`src/rtl/xcr_pkg.sv`:
```
package xcr_pkg;
  typedef enum logic [1:0] {
    FLT_NONE = 2'b00,
    FLT_UD   = 2'b01,
    FLT_GP   = 2'b10
  } flt_e;
endpackage

```
`src/rtl/xcr_mode_check.sv`:
```
module xcr_mode_check (
  input  logic [1:0] cpl_i,
  input  logic       real_mode_i,
  input  logic       v86_mode_i,
  input  logic       lock_i,
  input  logic       feat_sup_i,
  input  logic       os_en_i,
  output logic       ud_o,
  output logic       gp_o
);
  always_comb begin
    ud_o = !feat_sup_i || !os_en_i || lock_i;
    // v86 rejects regardless of real/cpl
    gp_o = v86_mode_i || (!real_mode_i && (cpl_i != 2'd0));
  end
endmodule

```
`src/rtl/xcr_value_check.sv`:
```
module xcr_value_check #(
  parameter int          IDX_W    = 32,
  parameter int          XLEN     = 64,
  parameter logic [63:0] SUP_MASK = 64'h7
) (
  input  logic [IDX_W-1:0] index_i,
  input  logic [XLEN-1:0]  data_i,
  output logic             gp_o
);
  logic [XLEN-1:0] rsvd_hit;

  for (genvar b = 0; b < XLEN; b++) begin : g_rsvd
    if (SUP_MASK[b]) begin : g_sup
      assign rsvd_hit[b] = 1'b0;
    end else begin : g_res
      assign rsvd_hit[b] = data_i[b];
    end
  end

  logic bad_idx, bad_rsvd, bad_base, bad_dep;
  always_comb begin
    bad_idx  = |index_i;
    bad_rsvd = |rsvd_hit;
    bad_base = !data_i[0];
    bad_dep  = data_i[2] && !data_i[1];
    gp_o     = bad_idx || bad_rsvd || bad_base || bad_dep;
  end
endmodule

```
`src/rtl/xcr_reg_bank.sv`:
```
module xcr_reg_bank #(
  parameter int             XLEN    = 64,
  parameter logic [XLEN-1:0] RST_VAL = 64'h1
) (
  input  logic            clk_i,
  input  logic            rst_ni,
  input  logic            we_i,
  input  logic [XLEN-1:0] wdata_i,
  output logic [XLEN-1:0] rdata_o
);
  logic [XLEN-1:0] xcr0_q;
  always_ff @(posedge clk_i or negedge rst_ni) begin
    if (!rst_ni)   xcr0_q <= RST_VAL;
    else if (we_i) xcr0_q <= wdata_i;
  end
  assign rdata_o = xcr0_q;
endmodule

```
`src/rtl/xcr_write_unit.sv`:
```
module xcr_write_unit #(
  parameter int          IDX_W    = 32,
  parameter int          HALF_W   = 32,
  parameter logic [63:0] SUP_MASK = 64'h7
) (
  input  logic                clk_i,
  input  logic                rst_ni,
  input  logic                req_valid_i,
  input  logic [IDX_W-1:0]    req_index_i,
  input  logic [HALF_W-1:0]   req_hi_i,
  input  logic [HALF_W-1:0]   req_lo_i,
  input  logic [1:0]          cpl_i,
  input  logic                real_mode_i,
  input  logic                v86_mode_i,
  input  logic                lock_i,
  input  logic                feat_sup_i,
  input  logic                os_en_i,
  output logic                done_o,
  output logic                commit_o,
  output logic                fault_o,
  output logic [1:0]          fault_type_o,
  output logic [2*HALF_W-1:0] xcr0_o
);
  import xcr_pkg::*;
  localparam int XLEN = 2 * HALF_W;
  localparam logic [XLEN-1:0] RST_VAL = XLEN'(1);

  logic [XLEN-1:0] wdata;
  logic            ud, gp_mode, gp_val, we;
  flt_e            flt_sel, flt_q;
  logic            done_q;

  assign wdata = {req_hi_i, req_lo_i};

  xcr_mode_check u_mode (
    .cpl_i       (cpl_i),
    .real_mode_i (real_mode_i),
    .v86_mode_i  (v86_mode_i),
    .lock_i      (lock_i),
    .feat_sup_i  (feat_sup_i),
    .os_en_i     (os_en_i),
    .ud_o        (ud),
    .gp_o        (gp_mode)
  );

  xcr_value_check #(
    .IDX_W    (IDX_W),
    .XLEN     (XLEN),
    .SUP_MASK (SUP_MASK)
  ) u_val (
    .index_i (req_index_i),
    .data_i  (wdata),
    .gp_o    (gp_val)
  );

  always_comb begin
    if (ud)                    flt_sel = FLT_UD;
    else if (gp_mode || gp_val) flt_sel = FLT_GP;
    else                       flt_sel = FLT_NONE;
  end

  assign we = req_valid_i && (flt_sel == FLT_NONE);

  xcr_reg_bank #(
    .XLEN    (XLEN),
    .RST_VAL (RST_VAL)
  ) u_bank (
    .clk_i   (clk_i),
    .rst_ni  (rst_ni),
    .we_i    (we),
    .wdata_i (wdata),
    .rdata_o (xcr0_o)
  );

  always_ff @(posedge clk_i or negedge rst_ni) begin
    if (!rst_ni) begin
      done_q <= 1'b0;
      flt_q  <= FLT_NONE;
    end else begin
      done_q <= req_valid_i;
      flt_q  <= req_valid_i ? flt_sel : FLT_NONE;
    end
  end

  assign done_o       = done_q;
  assign fault_type_o = flt_q;
  assign fault_o      = flt_q != FLT_NONE;
  assign commit_o     = done_q && (flt_q == FLT_NONE);
endmodule

```
`config.mk`:
```
export PLATFORM = sky130hd
export DESIGN_NAME = xcr_write_unit
export DESIGN_NICKNAME = d
export VERILOG_FILES = /design/src/rtl/xcr_pkg.sv /design/src/rtl/xcr_mode_check.sv /design/src/rtl/xcr_value_check.sv /design/src/rtl/xcr_reg_bank.sv /design/src/rtl/xcr_write_unit.sv
export SDC_FILE = /design/constraint.sdc
export NUM_CORES = 1
export LEC_CHECK = 0
export ABC_AREA = 0
export CAP_MARGIN = 10
export CORE_ASPECT_RATIO = 0.9
export CORE_MARGIN = 2
export CORE_UTILIZATION = 37
export CTS_CLUSTER_SIZE = 10
export DETAILED_ROUTE_END_ITERATION = 7
export PLACE_DENSITY = 0.95
export SYNTH_ARGS = -nofsm -noshare
export SYNTH_HDL_FRONTEND = slang
export SYNTH_SLANG_ARGS = --single-unit
```
`constraint.sdc`:
```
create_clock -name clk_i -period 1.9 [get_ports clk_i]
set_input_delay 0.285 -clock clk_i [delete_from_list [all_inputs] [get_ports clk_i]]
set_output_delay 0.285 -clock clk_i [all_outputs]
set_load 0.05 [all_outputs]
```
Word-level counts from Yosys, hierarchy flattened
Index checks and enable logic that the tools add are counted.

Register bits after elaboration: 67. Output and inout port bits: 69. Input bits: 106. Logic and storage cells: 28.

Mux-type cells: 3. Reductions and logical operators: 22.

Operators by type and width (count): $reduce_or A61 Y1 (1); $reduce_or A32 Y1 (1); $logic_or A1 B1 Y1 (7); $mux W2 (3); $logic_not A1 Y1 (5); $logic_and A1 B1 Y1 (4); $logic_not A2 Y1 (2); $reduce_bool A2 Y1 (2).

Logic depth before layout (Yosys ltp)
Depth after elaboration: 9. Depth in mapped cells: 6. Mapped depth without buffers: 5.

Modules after synthesis
A second synthesis with hierarchy kept.

Cell total of the unflattened synthesis: 182. Area total of the unflattened synthesis: 3055.4 um2.

By module, submodules not included: xcr_reg_bank (cells each 135, area an instance 2680.1 um2, sequential area each 1602.8 um2, instances 1); xcr_value_check (cells each 33, area an instance 234.0 um2, sequential area each 0.0 um2, instances 1); xcr_write_unit (cells each 11, area an instance 118.9 um2, sequential area each 75.1 um2, instances 1); xcr_mode_check (cells each 3, area an instance 22.5 um2, sequential area each 0.0 um2, instances 1).

Least setup slack after synthesis
Ideal clock, no wire load.

Path type: register to output. Start point: register flt_q[1] (netlist: fault_type_o[1]). End point: output port commit_o. Path buffers: 0. Stages on the path, launching flop included: 3. Slack: -125 ps. Required time: 1615 ps. Arrival: 1740 ps. Cells stage by stage: dfrtp_1 or2_2 nor2_1.

Longest elaborated chain between the ends: 2.

Ends and longest elaborated chain: start, declared (line xcr_write_unit.sv:30) `flt_e flt_sel, flt_q;`; start signal, assigned (line xcr_write_unit.sv:81) `flt_q <= req_valid_i ? flt_sel : FLT_NONE;`; $logic_not A2 Y1 (line xcr_write_unit.sv:88) `assign commit_o = done_q && (flt_q == FLT_NONE);`; $logic_and A1 B1 Y1 (line xcr_write_unit.sv:88); end, declared (line xcr_write_unit.sv:19) `output logic commit_o,`.

No other way between the ends.

Final worst setup path
Start point: input port req_index_i[20]. End point: register u_bank.xcr0_q[12] (netlist: u_bank.rdata_o[12]).

Longest elaborated chain between the ends: 9.

Ends and longest elaborated chain: start, declared (line xcr_write_unit.sv:9) `input logic [IDX_W-1:0] req_index_i,`; $reduce_or A32 Y1 (line xcr_value_check.sv:22) `bad_idx = |index_i;`; $logic_or A1 B1 Y1 (3 in a row) (line xcr_value_check.sv:26) `gp_o = bad_idx || bad_rsvd || bad_base || bad_dep;`; $logic_or A1 B1 Y1 (line xcr_write_unit.sv:58) `else if (gp_mode || gp_val) flt_sel = FLT_GP;`; $mux W2 (line xcr_write_unit.sv:58); $mux W2 (line xcr_write_unit.sv:57) `if (ud) flt_sel = FLT_UD;`; $logic_not A2 Y1 (line xcr_write_unit.sv:62) `assign we = req_valid_i && (flt_sel == FLT_NONE);`; $logic_and A1 B1 Y1 (line xcr_write_unit.sv:62); end signal, assigned (line xcr_reg_bank.sv:14) `else if (we_i) xcr0_q <= wdata_i;`; end, declared (line xcr_reg_bank.sv:11) `logic [XLEN-1:0] xcr0_q;`.

No other way between the ends. A chain may end at the register's enable or synchronous reset.

==> results.yml <==
route:
  drc_errors: 0
  drt_iter0_drc: 58
  final_antenna_net_count: 0
  routedWlPerCell_um: 18.5
  vias: 2214
  drtPass1Iterations: 4
  wl_mm: 8.80
  viasPerCell: 4.65
global_route:
  grt-ovfl-total: 0
  antenna_found_initial: 1
  grt_pass1_wl_mm: 11.9
  grtUsageTotal: 0.216
  grt_max_degree: 68
  grt_pass1_vias: 2310
sta:
  timing_hold_violations_final: 0
  period_share: 1.01
  fin_worst_skew_ns: 0
  slew_headroom: 0.635
  min_period_ns: 1.91
  fmax_mhz: 523
  rsz0062_at_grt: "yes"
  final-setup-viol-count: 6
  worstMarginPinSlew_ns: 0.546
  finalHoldWorstSlack_ns: 0.497
  layout_setup_ws_ns: -0.0110
  slew_viol_final: 0
floorplanning:
  dieArea_mm2: 0.00734
  coreArea_mm2: 0.00652
  die_h_um: 81.5
  dieWidth_um: 90.1
  start_util: 0.379
  rows: 28
  io_pins: 175
synth:
  async_flop_share: 1.00
  synth_top_cell_area_share: 0.669
  synth_ff_type: "dfrtp_1"
  syn_nets: 287
  ys_top_cells_by_area: "dfrtp_1 67%, and2_2 19%, nor4_1 5.6%, clkbuf_2 1.2%, dfstp_2 1.1%"
  syn_inst: 181
  synth_edf_count: 0
  synth-seq-cells: 67
  seq_area_frac_synth: 0.680
  yosys-top-cells-count: "66 x dfrtp_1, 61 x and2_2, 22 x nor4_1"
  yosys.cell_types.count: 19
  yosysMostFrequentCell: "dfrtp_1"
  synth_warnings: 0
  syn_area_mm2: 0.00247
  yosysTopAreaCell: "dfrtp_1"
  postSynthAreaPerCell_um2: 13.6
hold_path:
  hold_path_depth: 1
  hp-class: "flop to flop"
final_layout:
  fin_area_mm2: 0.00510
  drive_above_1_share: 0.345
  multi_input_area_um2: 986
  utilization: 0.783
  fill_cells: 413
  layout.nets: 486
  syn_to_final_growth_pct: 107
  fin_cells: 476
  regArea_mm2: 0.00168
cts:
  htree_levels: 3
  worst_skew_pair.late_latency_ns: 0.32
  clk_path_buf_depth: 2
  cts_tree: "done"
  path_clk_slew_ns: 0.08
  cts_buffers: 9
  clockRootBuffer: "clkbuf_8"
  numClockSinks: 67
run:
  max-cap-violations: 0
placed_design:
  place_ws_ns: -0.487
  dp_hpwl_mm: 5.70
  port_buffers: 174
  gp_congestion: 0.744
  placed_area_mm2: 0.00438
  place_inst: 447
setup_path:
  rr_worst_depth: 1
  cp_data_required_time_ns: 2.12
  crit_fanout: 7
  end_kind: "flop"
  cp.arrival_ns: 2.13
  worstSetupPathType: "input port to flop"
  worst_setup_path_start_kind: "input port"
status:
  status: "finished with violations"
  violations: "negative setup slack"
power:
  irDropWorstVdd_uv: 469
  powerDensity_mw_per_mm2: 592
  leakagePower_nw: 2.63
-- layout by cell type, fill, tap and decap left out, types with 9 or more instances in the layout --
| master | count |
|---|---|
| dlymetal6s2s_1 | 41 |
| and2_4 | 29 |
| clkdlybuf4s50_1 | 90 |
| dfrtp_1 | 66 |
| nor4_2 | 20 |
| and2_2 | 32 |
| dlygate4sd2_1 | 34 |
| clkbuf_8 | 9 |
| buf_4 | 11 |
-- flip-flops by register name, indices dropped and copies added (netlist names) --
signal	count
done_o	1
fault_type_o	2
u_bank.rdata_o	64
-- critical path, cell delays in order --
cell and delay (ns):
dlygate4sd2_1 0.25, nor4_2 0.35, o2111ai_2 0.19, nor3_2 0.20, buf_4 0.15, nand4_4 0.16
buf_12 0.20, clkbuf_16 0.15, and2_2 0.19
-- cell type report --
cell class	count	area share
timing repair buffer	194	0.411
sequential	67	0.329
multi-input combinational	106	0.193
clock buffer	10	0.0250
tap	90	0.0221
clock inverter	6	0.0177
inverter	2	0.00147
antenna	1	0.000490
-- path summary, 6_finish.rpt --
| kind | endpoint | start | slack (ns) |
|---|---|---|---|
| max | u_bank.rdata_o[12]$_DFFE_PN0P_ | req_index_i[20] | -0.01 |
| min | u_bank.rdata_o[61]$_DFFE_PN0P_ | u_bank.rdata_o[61]$_DFFE_PN0P_ | 0.50 |
| max reg2reg | u_bank.rdata_o[1]$_DFFE_PN0P_ | u_bank.rdata_o[1]$_DFFE_PN0P_ | 1.12 |
| min reg2reg | u_bank.rdata_o[61]$_DFFE_PN0P_ | u_bank.rdata_o[61]$_DFFE_PN0P_ | 0.50 |
| max in group asynchronous | u_bank.rdata_o[0]$_DFFE_PN1P_ | rst_ni | 1.08 |
| min in group asynchronous | u_bank.rdata_o[12]$_DFFE_PN0P_ | rst_ni | 0.51 |
-- metal layers --
layer  wire length (um)  GRT usage  vias to the layer above
li1                   -          -                     1015
met1               3190      0.242                     1079
met2               4970      0.402                      103
met3                468     0.0505                       17
met4                175     0.0923                        0
met5                  0          0                        -
-- stage by stage --
step           TNS (ns)  power (mW)
6_report        -0.0281        3.02
5_1_grt           -3.30        3.12
4_1_cts          -0.299        3.03
3_5_place_dp     -29.89        1.77
3_3_place_gp     -27.14        1.77
2_1_floorplan         0        1.50
-- timing repair --
item,4_1_cts,5_1_grt
hold endpoints to repair,66,0
setup endpoints to repair,65,64
resized for setup,60,88
pin swaps,9,38
cloned,3,3
buffers inserted,5,1
hold buffers,1,0
-- cell families after synthesis --
logic type             share of synthesized area
flip-flops                                 0.680
buffers and inverters                     0.0152
AO/OA/AOI/OAI                            0.00913
AND/OR/NAND/NOR                            0.287
multiplexers                             0.00913
-- where the power goes --
part / leakage [nW] / switching [mW] / total (mW) / internal [mW]
Clock: 0.107 / 0.532 / 1.28 / 0.744
Combinational: 1.60 / 0.130 / 0.315 / 0.185
Sequential: 0.928 / 0.00134 / 1.43 / 1.43
Power figures use the tool's default switching activity.
